## src/rtl/pcie_err_pkg.sv

```systemverilog
package pcie_err_pkg;
  localparam int REG_W = 32;
  localparam int NCOR  = 5;
  localparam int NUNC  = 3;
  localparam int NDEV  = 4;
  localparam int DEV_BASE = 28;

  typedef enum logic [3:0] {
    A_COR_STS = 4'd0,  A_COR_MSK = 4'd1,  A_UNC_STS = 4'd2,  A_UNC_MSK = 4'd3,
    A_UNC_SEV = 4'd4,  A_DEV_STS = 4'd5,  A_DEV_MSK = 4'd6,  A_IRQ_STS = 4'd7,
    A_IRQ_MSK = 4'd8,  A_DCTL    = 4'd9,  A_DDET    = 4'd10, A_HLOG    = 4'd11,
    A_HVLD    = 4'd12
  } reg_addr_e;

  function automatic int cor_pos(input int i);
    case (i)
      0: return 0;
      1: return 6;
      2: return 7;
      3: return 8;
      default: return 12;
    endcase
  endfunction

  function automatic int unc_pos(input int i);
    case (i)
      0: return 0;
      1: return 4;
      default: return 18;
    endcase
  endfunction

  function automatic logic [REG_W-1:0] cor_spread(input logic [NCOR-1:0] ev);
    logic [REG_W-1:0] r;
    r = '0;
    for (int i = 0; i < NCOR; i++) r[cor_pos(i)] = ev[i];
    return r;
  endfunction

  function automatic logic [NCOR-1:0] cor_gather(input logic [REG_W-1:0] v);
    logic [NCOR-1:0] r;
    for (int i = 0; i < NCOR; i++) r[i] = v[cor_pos(i)];
    return r;
  endfunction

  function automatic logic [REG_W-1:0] unc_spread(input logic [NUNC-1:0] ev);
    logic [REG_W-1:0] r;
    r = '0;
    for (int i = 0; i < NUNC; i++) r[unc_pos(i)] = ev[i];
    return r;
  endfunction

  function automatic logic [NUNC-1:0] unc_gather(input logic [REG_W-1:0] v);
    logic [NUNC-1:0] r;
    for (int i = 0; i < NUNC; i++) r[i] = v[unc_pos(i)];
    return r;
  endfunction

  function automatic logic [REG_W-1:0] dev_spread(input logic [NDEV-1:0] ev);
    logic [REG_W-1:0] r;
    r = '0;
    for (int i = 0; i < NDEV; i++) r[DEV_BASE+i] = ev[i];
    return r;
  endfunction

  function automatic logic [NDEV-1:0] dev_gather(input logic [REG_W-1:0] v);
    logic [NDEV-1:0] r;
    for (int i = 0; i < NDEV; i++) r[i] = v[DEV_BASE+i];
    return r;
  endfunction

  localparam logic [REG_W-1:0] COR_IMPL  = cor_spread('1);
  localparam logic [REG_W-1:0] UNC_IMPL  = unc_spread('1);
  localparam logic [REG_W-1:0] DEV_IMPL  = dev_spread('1);
  localparam logic [REG_W-1:0] IRQ_IMPL  = 32'h0000_0700;
  localparam logic [REG_W-1:0] DCTL_IMPL = 32'h0000_0007;
  localparam logic [REG_W-1:0] SEV_RST   = unc_spread(3'b011);
endpackage

```

## src/rtl/err_w1c_reg.sv

```systemverilog
module err_w1c_reg #(
  parameter int W = 32,
  parameter logic [W-1:0] IMPL = '1
) (
  input  logic         clk,
  input  logic         rst_n,
  input  logic [W-1:0] set_i,
  input  logic         clr_en_i,
  input  logic [W-1:0] clr_i,
  output logic [W-1:0] q_o
);
  logic [W-1:0] clr_m;

  assign clr_m = clr_en_i ? clr_i : '0;

  always_ff @(posedge clk) begin
    if (!rst_n) q_o <= '0;
    else        q_o <= ((q_o & ~clr_m) | set_i) & IMPL;
  end

  // without a clear write no set bit may drop
  assert_sticky_R4: assert property (@(posedge clk) disable iff (!rst_n)
    !clr_en_i |=> (($past(q_o) & ~q_o) == '0));
  // a set request wins over a clear in the same cycle
  assert_set_wins_R4: assert property (@(posedge clk) disable iff (!rst_n)
    ((set_i & IMPL) != '0) |=> ((q_o & $past(set_i & IMPL)) == $past(set_i & IMPL)));
endmodule

```

## src/rtl/err_msg_pick.sv

```systemverilog
module err_msg_pick (
  input  logic clk,
  input  logic rst_n,
  input  logic cor_i,
  input  logic nf_i,
  input  logic fat_i,
  output logic cor_o,
  output logic nf_o,
  output logic fat_o
);
  always_ff @(posedge clk) begin
    if (!rst_n) begin
      cor_o <= 1'b0;
      nf_o  <= 1'b0;
      fat_o <= 1'b0;
    end else begin
      fat_o <= fat_i;
      nf_o  <= nf_i & ~fat_i;
      cor_o <= cor_i & ~nf_i & ~fat_i;
    end
  end

  assert_one_msg_R8: assert property (@(posedge clk) disable iff (!rst_n)
    $onehot0({cor_o, nf_o, fat_o}));
  assert_fatal_first_R8: assert property (@(posedge clk) disable iff (!rst_n)
    fat_i |=> fat_o);
  assert_nf_over_cor_R8: assert property (@(posedge clk) disable iff (!rst_n)
    (nf_i && !fat_i) |=> (nf_o && !cor_o));
  assert_pulse_R6: assert property (@(posedge clk) disable iff (!rst_n)
    !cor_i |=> !cor_o);
endmodule

```

## src/rtl/err_hdr_log.sv

```systemverilog
module err_hdr_log #(
  parameter int HDR_W = 32
) (
  input  logic             clk,
  input  logic             rst_n,
  input  logic             cap_i,
  input  logic [HDR_W-1:0] hdr_i,
  input  logic             rel_i,
  output logic [HDR_W-1:0] hdr_o,
  output logic             vld_o
);
  always_ff @(posedge clk) begin
    if (!rst_n) begin
      hdr_o <= '0;
      vld_o <= 1'b0;
    end else if (cap_i && (!vld_o || rel_i)) begin
      hdr_o <= hdr_i;
      vld_o <= 1'b1;
    end else if (rel_i) begin
      vld_o <= 1'b0;
    end
  end

  assert_hold_R10: assert property (@(posedge clk) disable iff (!rst_n)
    (vld_o && !rel_i) |=> (vld_o && $stable(hdr_o)));
  assert_capture_R10: assert property (@(posedge clk) disable iff (!rst_n)
    (cap_i && !vld_o) |=> (vld_o && hdr_o == $past(hdr_i)));
endmodule

```

## src/rtl/pcie_err_report.sv

```systemverilog
module pcie_err_report
  import pcie_err_pkg::*;
#(
  parameter int HDR_W = 32
) (
  input  logic             clk,
  input  logic             rst_n,
  input  logic [4:0]       cor_ev,
  input  logic [2:0]       unc_ev,
  input  logic [3:0]       dev_ev,
  input  logic [HDR_W-1:0] hdr_in,
  input  logic             reg_wr,
  input  logic [3:0]       reg_addr,
  input  logic [31:0]      reg_wdata,
  output logic [31:0]      reg_rdata,
  output logic             msg_cor,
  output logic             msg_nonfatal,
  output logic             msg_fatal,
  output logic             irq
);
  logic [REG_W-1:0] cor_msk, unc_msk, dev_msk, unc_sev, irq_msk, dctl;
  logic [REG_W-1:0] cor_sts, unc_sts, dev_sts, irq_sts, ddet;
  logic [NCOR-1:0]  cor_unm;
  logic [NUNC-1:0]  unc_unm, sev_g;
  logic             cor_any, nf_any, fat_any, dev_any;
  logic [REG_W-1:0] irq_set, det_set;
  logic [HDR_W-1:0] hlog;
  logic             hvld;

  // reporting decisions
  assign cor_unm = cor_ev & ~cor_gather(cor_msk);
  assign unc_unm = unc_ev & ~unc_gather(unc_msk);
  assign sev_g   = unc_gather(unc_sev);
  assign cor_any = |cor_unm;
  assign fat_any = |(unc_unm & sev_g);
  assign nf_any  = |(unc_unm & ~sev_g);
  assign dev_any = |(dev_ev & ~dev_gather(dev_msk));
  assign det_set = {29'd0, fat_any, nf_any, cor_any};
  assign irq_set = {21'd0, dev_any | unc_unm[1] | unc_unm[2], cor_any, |unc_unm, 8'd0};

  // software-owned control registers
  always_ff @(posedge clk) begin
    if (!rst_n) begin
      cor_msk <= '0;
      unc_msk <= '0;
      dev_msk <= '0;
      unc_sev <= SEV_RST;
      irq_msk <= '0;
      dctl    <= '0;
    end else if (reg_wr) begin
      case (reg_addr)
        A_COR_MSK: cor_msk <= reg_wdata & COR_IMPL;
        A_UNC_MSK: unc_msk <= reg_wdata & UNC_IMPL;
        A_UNC_SEV: unc_sev <= reg_wdata & UNC_IMPL;
        A_DEV_MSK: dev_msk <= reg_wdata & DEV_IMPL;
        A_IRQ_MSK: irq_msk <= reg_wdata & IRQ_IMPL;
        A_DCTL:    dctl    <= reg_wdata & DCTL_IMPL;
        default: ;
      endcase
    end
  end

  // sticky status registers
  err_w1c_reg #(.W(REG_W), .IMPL(COR_IMPL)) u_cor_sts (
    .clk, .rst_n, .set_i(cor_spread(cor_ev)),
    .clr_en_i(reg_wr && reg_addr == A_COR_STS), .clr_i(reg_wdata), .q_o(cor_sts));
  err_w1c_reg #(.W(REG_W), .IMPL(UNC_IMPL)) u_unc_sts (
    .clk, .rst_n, .set_i(unc_spread(unc_ev)),
    .clr_en_i(reg_wr && reg_addr == A_UNC_STS), .clr_i(reg_wdata), .q_o(unc_sts));
  err_w1c_reg #(.W(REG_W), .IMPL(DEV_IMPL)) u_dev_sts (
    .clk, .rst_n, .set_i(dev_spread(dev_ev)),
    .clr_en_i(reg_wr && reg_addr == A_DEV_STS), .clr_i(reg_wdata), .q_o(dev_sts));
  err_w1c_reg #(.W(REG_W), .IMPL(IRQ_IMPL)) u_irq_sts (
    .clk, .rst_n, .set_i(irq_set),
    .clr_en_i(reg_wr && reg_addr == A_IRQ_STS), .clr_i(reg_wdata), .q_o(irq_sts));
  err_w1c_reg #(.W(REG_W), .IMPL(DCTL_IMPL)) u_ddet (
    .clk, .rst_n, .set_i(det_set),
    .clr_en_i(reg_wr && reg_addr == A_DDET), .clr_i(reg_wdata), .q_o(ddet));

  // upstream message requests
  err_msg_pick u_pick (
    .clk, .rst_n,
    .cor_i(cor_any & dctl[0]), .nf_i(nf_any & dctl[1]), .fat_i(fat_any & dctl[2]),
    .cor_o(msg_cor), .nf_o(msg_nonfatal), .fat_o(msg_fatal));

  // header log, released by acknowledging the malformed-packet status bit
  err_hdr_log #(.HDR_W(HDR_W)) u_hlog (
    .clk, .rst_n, .cap_i(unc_ev[2]), .hdr_i(hdr_in),
    .rel_i(reg_wr && reg_addr == A_UNC_STS && reg_wdata[unc_pos(2)]),
    .hdr_o(hlog), .vld_o(hvld));

  assign irq = |(irq_sts[10:8] & ~irq_msk[10:8]);

  always_comb begin
    case (reg_addr)
      A_COR_STS: reg_rdata = cor_sts;
      A_COR_MSK: reg_rdata = cor_msk;
      A_UNC_STS: reg_rdata = unc_sts;
      A_UNC_MSK: reg_rdata = unc_msk;
      A_UNC_SEV: reg_rdata = unc_sev;
      A_DEV_STS: reg_rdata = dev_sts;
      A_DEV_MSK: reg_rdata = dev_msk;
      A_IRQ_STS: reg_rdata = irq_sts;
      A_IRQ_MSK: reg_rdata = irq_msk;
      A_DCTL:    reg_rdata = dctl;
      A_DDET:    reg_rdata = ddet;
      A_HLOG:    reg_rdata = REG_W'(hlog);
      A_HVLD:    reg_rdata = {31'd0, hvld};
      default:   reg_rdata = '0;
    endcase
  end

  // device-specific events alone never request a message
  assert_dev_silent_R3: assert property (@(posedge clk) disable iff (!rst_n)
    (cor_ev == '0 && unc_ev == '0) |=> !(msg_cor || msg_nonfatal || msg_fatal));
  // fully masked correctable events leave the detected bit untouched
  assert_masked_quiet_R5: assert property (@(posedge clk) disable iff (!rst_n)
    (cor_unm == '0 && !(reg_wr && reg_addr == A_DDET)) |=> (ddet[0] == $past(ddet[0])));
  // summary interrupt follows unmasked interrupt status
  assert_irq_R9: assert property (@(posedge clk) disable iff (!rst_n)
    (irq_sts[9] && !irq_msk[9]) |-> irq);
endmodule

```

## config.mk

```make
export PLATFORM = sky130hd
export DESIGN_NAME = pcie_err_report
export DESIGN_NICKNAME = d
export VERILOG_FILES = /design/src/rtl/pcie_err_pkg.sv /design/src/rtl/err_w1c_reg.sv /design/src/rtl/err_msg_pick.sv /design/src/rtl/err_hdr_log.sv /design/src/rtl/pcie_err_report.sv
export SDC_FILE = /design/constraint.sdc
export NUM_CORES = 1
export LEC_CHECK = 0
export CORE_MARGIN = 3
export CORE_UTILIZATION = 49
export CTS_BUF_LIST = sky130_fd_sc_hd__clkbuf_16
export DETAILED_ROUTE_END_ITERATION = 8
export GPL_ROUTABILITY_DRIVEN = 1
export GPL_TIMING_DRIVEN = 0
export HOLD_SLACK_MARGIN = 0.05
export PLACE_DENSITY = 0.85
export REMOVE_ABC_BUFFERS = 1
export SLEW_MARGIN = 20
export SYNTH_ARGS = -nofsm -noshare
export SYNTH_HDL_FRONTEND = slang
export SYNTH_SLANG_ARGS = --single-unit
```

## constraint.sdc

```tcl
create_clock -name clk -period 4.2 [get_ports clk]
set_input_delay 0.42 -clock clk [delete_from_list [all_inputs] [get_ports clk]]
set_output_delay 0.42 -clock clk [all_outputs]
set_load 0.02 [all_outputs]
```

======== Word level (Yosys, flattened, before mapping) ========
Cells that the tools add are included.
W data, S select, Z words.
storage, ports and cells
  input bits .............................. 83
  output and inout bits ................... 36
  register bits after elaboration ......... 103
operators by class
  muxes and demuxes ....................... 8
  reduce and logical (&&, ||, !) cells .... 23
  eq/ne operators ......................... 12
  bitwise operators ....................... 36
operators by type and width
  operator              number
  $pmux W32 S13         1
  $and A32 B32 Y32      1
  $mux W32              1
  $not A32 Y32          1
  $or A32 B32 Y32       1
  $eq A4 B4 Y1 const B  5
  $and A19 B19 Y19      1
  $mux W19              1
  $not A19 Y19          1
  $or A19 B19 Y19       1
  $eq A4 B3 Y1 const B  4
  $and A3 B3 Y3         5
  $and A13 B13 Y13      1
  $mux W13              1
  $not A13 Y13          1
  $or A13 B13 Y13       1
  $not A3 Y3            4
  $reduce_and A2 Y1     6
  $reduce_or A3 Y1      4
  $and A11 B11 Y11      1
  $mux W11              1
  $not A11 Y11          1
  $or A11 B11 Y11       1
  $eq A4 B2 Y1 const B  2
  18 further kinds      32

======== Longest topological paths before layout ========
Gate-level depths: netlist (run 1).
  word-level depth ........................ 8
  gate-level depth with buffers ........... 7
  mapped depth without buffers ............ 4

======== By module ========
A second synthesis (run 1) with hierarchy kept.
second synthesis, totals
  cells, all modules ...................... 727
  area, all modules ....................... 6,048.3 µm²
modules (own cells, without submodules)
  module                     area each (µm²)  times used  cells an instance
  pcie_err_report            2,886.5          1           359
  err_hdr_log                1,356.3          1           143
  err_w1c_reg at u_ddet ...  326.6            3           42
  err_w1c_reg at u_cor_sts   381.6            1           48
  err_w1c_reg at u_dev_sts   354.1            1           45
  err_msg_pick               90.1             1           6

======== Worst setup path before layout (run 1) ========
No wires, ideal clock.
  path kind ............................... input -> output
  start ................................... in reg_addr[2]
  end ..................................... out reg_rdata[8]
  stages on the path ...................... 5
  buffers on the path ..................... 1
  arrival ................................. 1,649 ps
  slack ................................... 2,131 ps
  cell sequence ........................... clkbuf_2 -> nor4b_2 -> a22o_1 -> a21oi_1 -> o211ai_1
on the way
  cells in the longest elaborated chain, start to end .. 2
  elaborated cells on any way between the ends .. 14
RTL lines
  what                                        line                   RTL
  start, declared                             pcie_err_report.sv:13  input logic [3:0] reg_addr,
  $eq A4 B4 Y1, or another cell as far along  pcie_err_report.sv:95  case (reg_addr)
  $pmux W32 S13 (*)                           pcie_err_report.sv:95
  end, declared                               pcie_err_report.sv:15  output logic [31:0] reg_rdata,
Mark *: on every way between the ends. The rest lies on a longest branch, timed or not.

======== Worst setup path in the final report (run 1) ========
  start ................................... in reg_addr[3]
  end ..................................... out reg_rdata[10]
Same word-level chain as after synthesis.

==> impl_metrics.csv, run 1 <==
group,metric,value,unit
outcome,status,"complete, no violations",
route,drc,0,
global_routing,antenna_found_initial,0,
cells_and_area,design_area,4840,µm²
critical_path,cp.arrival,3270,ps
route,wire_per_inst,15.0,µm
timing,min_period,3690,ps
floorplanning,num_io_pins,119,
synthesis,ys_ff_latch,75,
floorplanning,initial_core_util,0.509,
critical_path,cp_num_buf_inv,2,
timing,hold_violations,0,
clocking,htree_levels,3,
timing,hold_slack,442,ps
global_routing,grt_max_degree,55,
route,top_layer,"met4",
critical_path,worst-r2r-setup-slack,2710,ps
timing,fmax,0.271,GHz
route,met2_length,4.32,mm
placement,hpwlAfterDp,6.31,mm
synthesis,synth-seq-area-share,0.432,
clocking,cts_tree,"yes",
route,wl_met3,913,µm
worst_hold_path,whs_path_depth,2,
timing,setup-violations-final,0,
timing,clock_skew,4.67,ps
clocking,cts_buffer_depth,2,
power,ir_drop,0.304,mV
synthesis,yosysWarnings,0,
global_routing,grt_usage,0.235,
synthesis,synth_cell_type_count,43,
critical_path,path_max_fanout,29,
clocking,cts_hold_buf,0,
global_routing,first_global_vias,3361,
critical_path,critical-path-top-delay-family,"buffers and inverters",
floorplanning,rows,30,
clocking,clk_latency,320,ps
clocking,clk_pin_slew,50,ps
synthesis,postSynthCellCount,438,
critical_path,start_kind,"primary input",
power,powerDensity,389,nW/µm²
timing,period_share,0.879,
route,antenna_left,0,
critical_path,slowest_delay,930,ps
critical_path,path_common_cell,"clkdlybuf4s50_1",
clocking,cts_inserted_buffers,9,
critical_path,rr_startpoint,"unc_msk[4]",
floorplanning,dieArea,8150,µm²
synthesis,synth_top_area_frac,0.432,
timing,slew_viol_final,0,
power,p_leak,1.79,nW
clocking,cts_setup_buffers,0,
synthesis,synth.avg_cell_area,7.94,µm²
clocking,ctsResizeCount,0,
placement,placed_cell_area,4480,µm²
global_routing,overflow,0,
synthesis,yosys-top-cells-area,"dfxtp_1 (43%), nand3_1 (8.5%), nand2_1 (6.2%), o21ai_0 (5.2%), a21oi_1 (4.5%)",
route,via_per_inst,5.67,
clocking,clock_sinks,75,
cells_and_area,layout-drive-gt1-share,0.0615,
critical_path,cp.required,3780,ps
worst_hold_path,min_path_type,"reg -> reg",
worst_hold_path,worst_hold_path.endpoint,"u_hlog.hdr_o[25]",
route,dr.pass1.iters,7,
placement,place_congestion,0.875,
timing,rsz0062_at_grt,"no",
synthesis,syn_area,3480,µm²
global_routing,grt_pass1_wl,15.8,mm
flow_run,maxCapViolCount,0,
synthesis,synth-edff-count,0,
synthesis,yosys.area.top_type,"dfxtp_1",
critical_path,end_kind,"output port",
route,met1_length,3.84,mm
timing,slew_headroom,0.411,
synthesis,async_flop_share,0,
critical_path,cp_slowest_cell,"clkdlybuf4s50_1",
cells_and_area,area_delta_synth_final,39.2,%
synthesis,synth_flop_cell,"dfxtp_1",
route,wl,9.25,mm
critical_path,r2r_end,"u_pick.cor_o",
placement,io_buffers,101,
route,drtIter0Drc,283,
floorplanning,die-width,90.3,µm
critical_path,critical_path_class,"in -> out",
timing,tightest_slew,871,ps
clocking,root_buffer,"clkbuf_16",
worst_hold_path,min_from,"u_hlog.hdr_o[25]",
floorplanning,coreArea,6830,µm²
cells_and_area,fin_nets,600,
route,vias,3490,
critical_path,reg2reg_depth,4,
floorplanning,die_h,90.3,µm
critical_path,path_cells,"clkdlybuf4s50_1 > nand2b_1 > nor2_4 > a22oi_1 > o21ai_0 > clkdlybuf4s50_1",
cells_and_area,diodes,0,
-- kinds of logic (layout without fill, tap and decap cells) --
group                  after synthesis  count (layout)  synth area share
AOI/OAI and AO/OA                  106             106             0.183
buffers and inverters               57             139            0.0727
DFF                                 75              75             0.432
muxes                               13              13            0.0388
and+or+nand+nor                    187             187             0.274
-- worst max-delay path by stage --
| stage | slack, ps | end | cells past startpoint | startpoint |
|---|---|---|---|---|
| CTS | 400 | reg_rdata[31] | 5 | reg_addr[2] |
| floorplan | 1950 | u_hlog.hdr_o[0] | 3 | reg_addr[0] |
| finish | 510 | reg_rdata[10] | 6 | reg_addr[3] |
| global route | 290 | reg_rdata[10] | 6 | reg_addr[3] |
| global placement | -490 | reg_rdata[31] | 6 | reg_addr[3] |
| detailed placement | 430 | reg_rdata[31] | 5 | reg_addr[2] |
-- metrics by stage --
| stage | std cells | setup slack (ps) | setup TNS (ps) | util | total power, mW |
|---|---|---|---|---|---|
| after floorplan | 403 | 1950 | 0 | - | 0.855 |
| after global placement | 600 | -486 | -9730 | 0.650 | 0.976 |
| after detailed placement | 602 | 435 | 0 | 0.656 | 0.987 |
| after CTS | 616 | 400 | 0 | 0.708 | 1.90 |
| after global routing | 616 | 289 | 0 | 0.709 | 1.96 |
| final | 616 | 509 | 0 | 0.709 | 1.88 |
-- layer usage --
metal,vias up,global-route usage
met3,14,0.0892
li1,1689,-
met2,153,0.370
met1,1634,0.289
met4,0,0.0957
met5,-,0
-- Yosys cell counts, drive strengths merged, types with 2 or more instances --
cell     n
a211o    2
a211oi   2
a21oi   31
a221oi   2
a222oi   7
a22oi    7
a31oi    3
a32oi    2
and2    18
and3b    2
buf     12
clkbuf  23
dfxtp   75
inv     22
mux2     4
mux2i    9
nand2   57
nand2b   2
nand3   59
nand4    2
nor2    27
nor2b    6
nor3b    4
nor4     2
nor4b    4
nor4bb   2
o211ai   2
o21ai   41
o22ai    4
-- sequential cells by signal (all words and copies together) (netlist names) --
name / count
cor_msk: 5
u_pick.nf_o: 1
u_unc_sts.q_o: 3
u_pick.cor_o: 1
dev_msk: 4
u_cor_sts.q_o: 5
u_hlog.hdr_o: 32
u_ddet.q_o: 3
irq_msk: 3
u_irq_sts.q_o: 3
u_pick.fat_o: 1
dctl: 3
u_dev_sts.q_o: 4
unc_sev: 3
u_hlog.vld_o: 1
unc_msk: 3
-- power breakdown --
part	internal (mW)	total (mW)	switching (mW)
Sequential	0.747	0.765	0.0180
Clock	0.633	0.909	0.276
Combinational	0.103	0.210	0.107
-- layout by cell type, fill, tap and decap left out, types with 9 or more instances in the layout --
master and n:
nand2_1 57, dfxtp_1 75, a21oi_1 31, and2_1 18, inv_1 21, o21ai_0 36
clkdlybuf4s50_1 99, mux2i_1 9, nor2_1 26, clkbuf_16 9, nand3_1 59
-- tightest hold or removal path, delay by kind of cell (launching register included) --
kind | cells | cell delay [ps]
flip-flops | 1 | 300
AND/OR/NAND/NOR | 1 | 50
AO/OA/AOI/OAI | 1 | 50
-- final cells by class --
cell class	instances	area [µm²]
inverter	22	82.6
sequential	75	1500
tap	96	120
multi-input combinational	306	1750
timing repair buffer	103	1040
clock inverter	5	128
fill	523	1990
clock buffer	9	225
Note: power is estimated with default switching activity, not from simulation.
==> inputs of run 2 (changes only) <==
Settings changed: CORE_MARGIN 3 to 10.
==> impl_metrics.csv, run 2 (same netlist as run 1, synthesis figures left out) <==
group,metric,value,unit
cells_and_area,fin_cells,617,
timing,tns,0,ps
floorplanning,num_io_pins,119,
power,powerDensity,343,nW/µm²
timing,hold_violations,0,
timing,rsz0062_at_grt,"no",
flow_run,maxCapViolCount,0,
global_routing,grt_usage,0.177,
timing,tightest_slew,860,ps
critical_path,start_kind,"primary input",
clocking,clk_latency,320,ps
timing,slew_viol_final,0,
timing,hold_slack,443,ps
worst_hold_path,min_path_type,"reg -> reg",
cells_and_area,mostFrequentLayoutCell,"clkdlybuf4s50_1",
cells_and_area,final_util,0.696,
clocking,root_buffer,"clkbuf_16",
worst_hold_path,min_from,"u_hlog.hdr_o[26]",
placement,hpwlAfterDp,6.96,mm
timing,clock_skew,5.92,ps
route,drtIter0Drc,213,
clocking,clock_sinks,75,
critical_path,path_max_fanout,17,
clocking,cts_hold_buf,0,
floorplanning,die_h,104,µm
global_routing,grt_max_degree,51,
critical_path,cp.required,3780,ps
timing,setup-violations-final,0,
clocking,cts_inserted_buffers,9,
cells_and_area,top_register,"u_hlog.hdr_o",
clocking,cts_buffer_depth,2,
floorplanning,die-width,104,µm
route,wire_per_inst,16.0,µm
critical_path,reg2reg_depth,4,
clocking,cts_tree,"yes",
power,p_leak,1.76,nW
critical_path,worst-r2r-setup-slack,2790,ps
clocking,cts_setup_buffers,0,
global_routing,grt_pass1_wl,16.4,mm
timing,slew_headroom,0.418,
critical_path,end_kind,"output port",
floorplanning,rows,30,
route,vias,3456,
route,drc,0,
worst_hold_path,whs_path_depth,2,
critical_path,critical_path_class,"in -> out",
timing,period_share,0.884,
placement,place_congestion,0.846,
cells_and_area,diodes,0,
route,via_per_inst,5.60,
clocking,ctsResizeCount,0,
global_routing,overflow,0,
timing,min_period,3710,ps
power,ir_drop,0.284,mV
cells_and_area,fin_nets,601,
route,antenna_left,0,
cells_and_area,area_delta_synth_final,36.7,%
critical_path,cp.arrival,3290,ps
clocking,htree_levels,3,
global_routing,first_global_vias,3432,
worst_hold_path,worst_hold_path.endpoint,"u_hlog.hdr_o[26]",
cells_and_area,largest_register_ffs,32,
cells_and_area,reg.largest.list,"u_hlog.hdr_o (32), cor_msk (5), u_cor_sts.q_o (5)",
timing,fmax,0.269,GHz
route,dr.pass1.iters,5,
clocking,clk_pin_slew,50,ps
cells_and_area,final_cell_mix,"clkdlybuf4s50_1 (99), dfxtp_1 (75), nand3_1 (59), nand2_1 (57), o21ai_0 (36)",
floorplanning,initial_core_util,0.509,
floorplanning,coreArea,6830,µm²
placement,dp_cells,602,
global_routing,antenna_found_initial,0,
critical_path,rr_startpoint,"unc_msk[0]",
placement,io_buffers,101,
critical_path,r2r_end,"u_pick.cor_o",
power,p_total,1.63,mW
outcome,status,"complete, no violations",
route,wl,9.90,mm
cells_and_area,layout-drive-gt1-share,0.0595,
floorplanning,dieArea,10900,µm²
[run 2: cell count changes in the layout (fill, tap and decap cells not counted)]
cell | previous run | this run
buf_12 | 2 | 1
clkbuf_4 | 0 | 1
buf_16 | 0 | 1
bufinv_16 | 4 | 0
clkinv_2 | 0 | 3
clkinvlp_4 | 1 | 0
clkinv_1 | 0 | 2
[run 2: worst max-delay path, stage by stage]
cell and delay, ps:
clkdlybuf4s50_1 940, nor4b_2 830, a22o_1 260, a21oi_1 50, o211ai_1 130, clkdlybuf4s50_1 660
[run 2: worst max-delay path by stage]
stage,startpoint,endpoint
6_report,reg_addr[0],reg_rdata[8]
5_1_grt,reg_addr[3],reg_rdata[9]
4_1_cts,reg_addr[2],reg_rdata[31]
3_5_place_dp,reg_addr[2],reg_rdata[31]
3_3_place_gp,reg_addr[3],reg_rdata[30]
2_1_floorplan,reg_addr[0],u_hlog.hdr_o[0]
[run 2: report_power, final]
part	leakage (nW)	total [mW]	switching [mW]	internal, mW
sequential	0.616	0.764	0.0174	0.747
clock	0.126	0.656	0.271	0.385
combinational	1.02	0.212	0.107	0.104
total	1.76	1.63	0.396	1.24
[run 2: final cells by class]
cell class                 instances  area [µm²]
sequential                        75        1500
timing repair buffer             104        1060
tap                               96         120
clock buffer                       9         225
multi-input combinational        306        1750
clock inverter                     5        22.5
fill                             563        2080
inverter                          22        82.6
[run 2: metal layers]
layer	global-route usage	up-vias	part of all wire
li1	-	1694	-
met1	0.208	1609	0.41
met2	0.273	139	0.46
met3	0.0824	14	0.11
met4	0.0726	0	0.016
met5	0	-	0
[run 2: stage by stage]
step	cell area (µm²)	worst slack (ps)
final	4750	486
after global routing	4750	294
after CTS	4740	428
after detailed placement	4490	414
after global placement	4440	-501
after floorplan	3310	1950
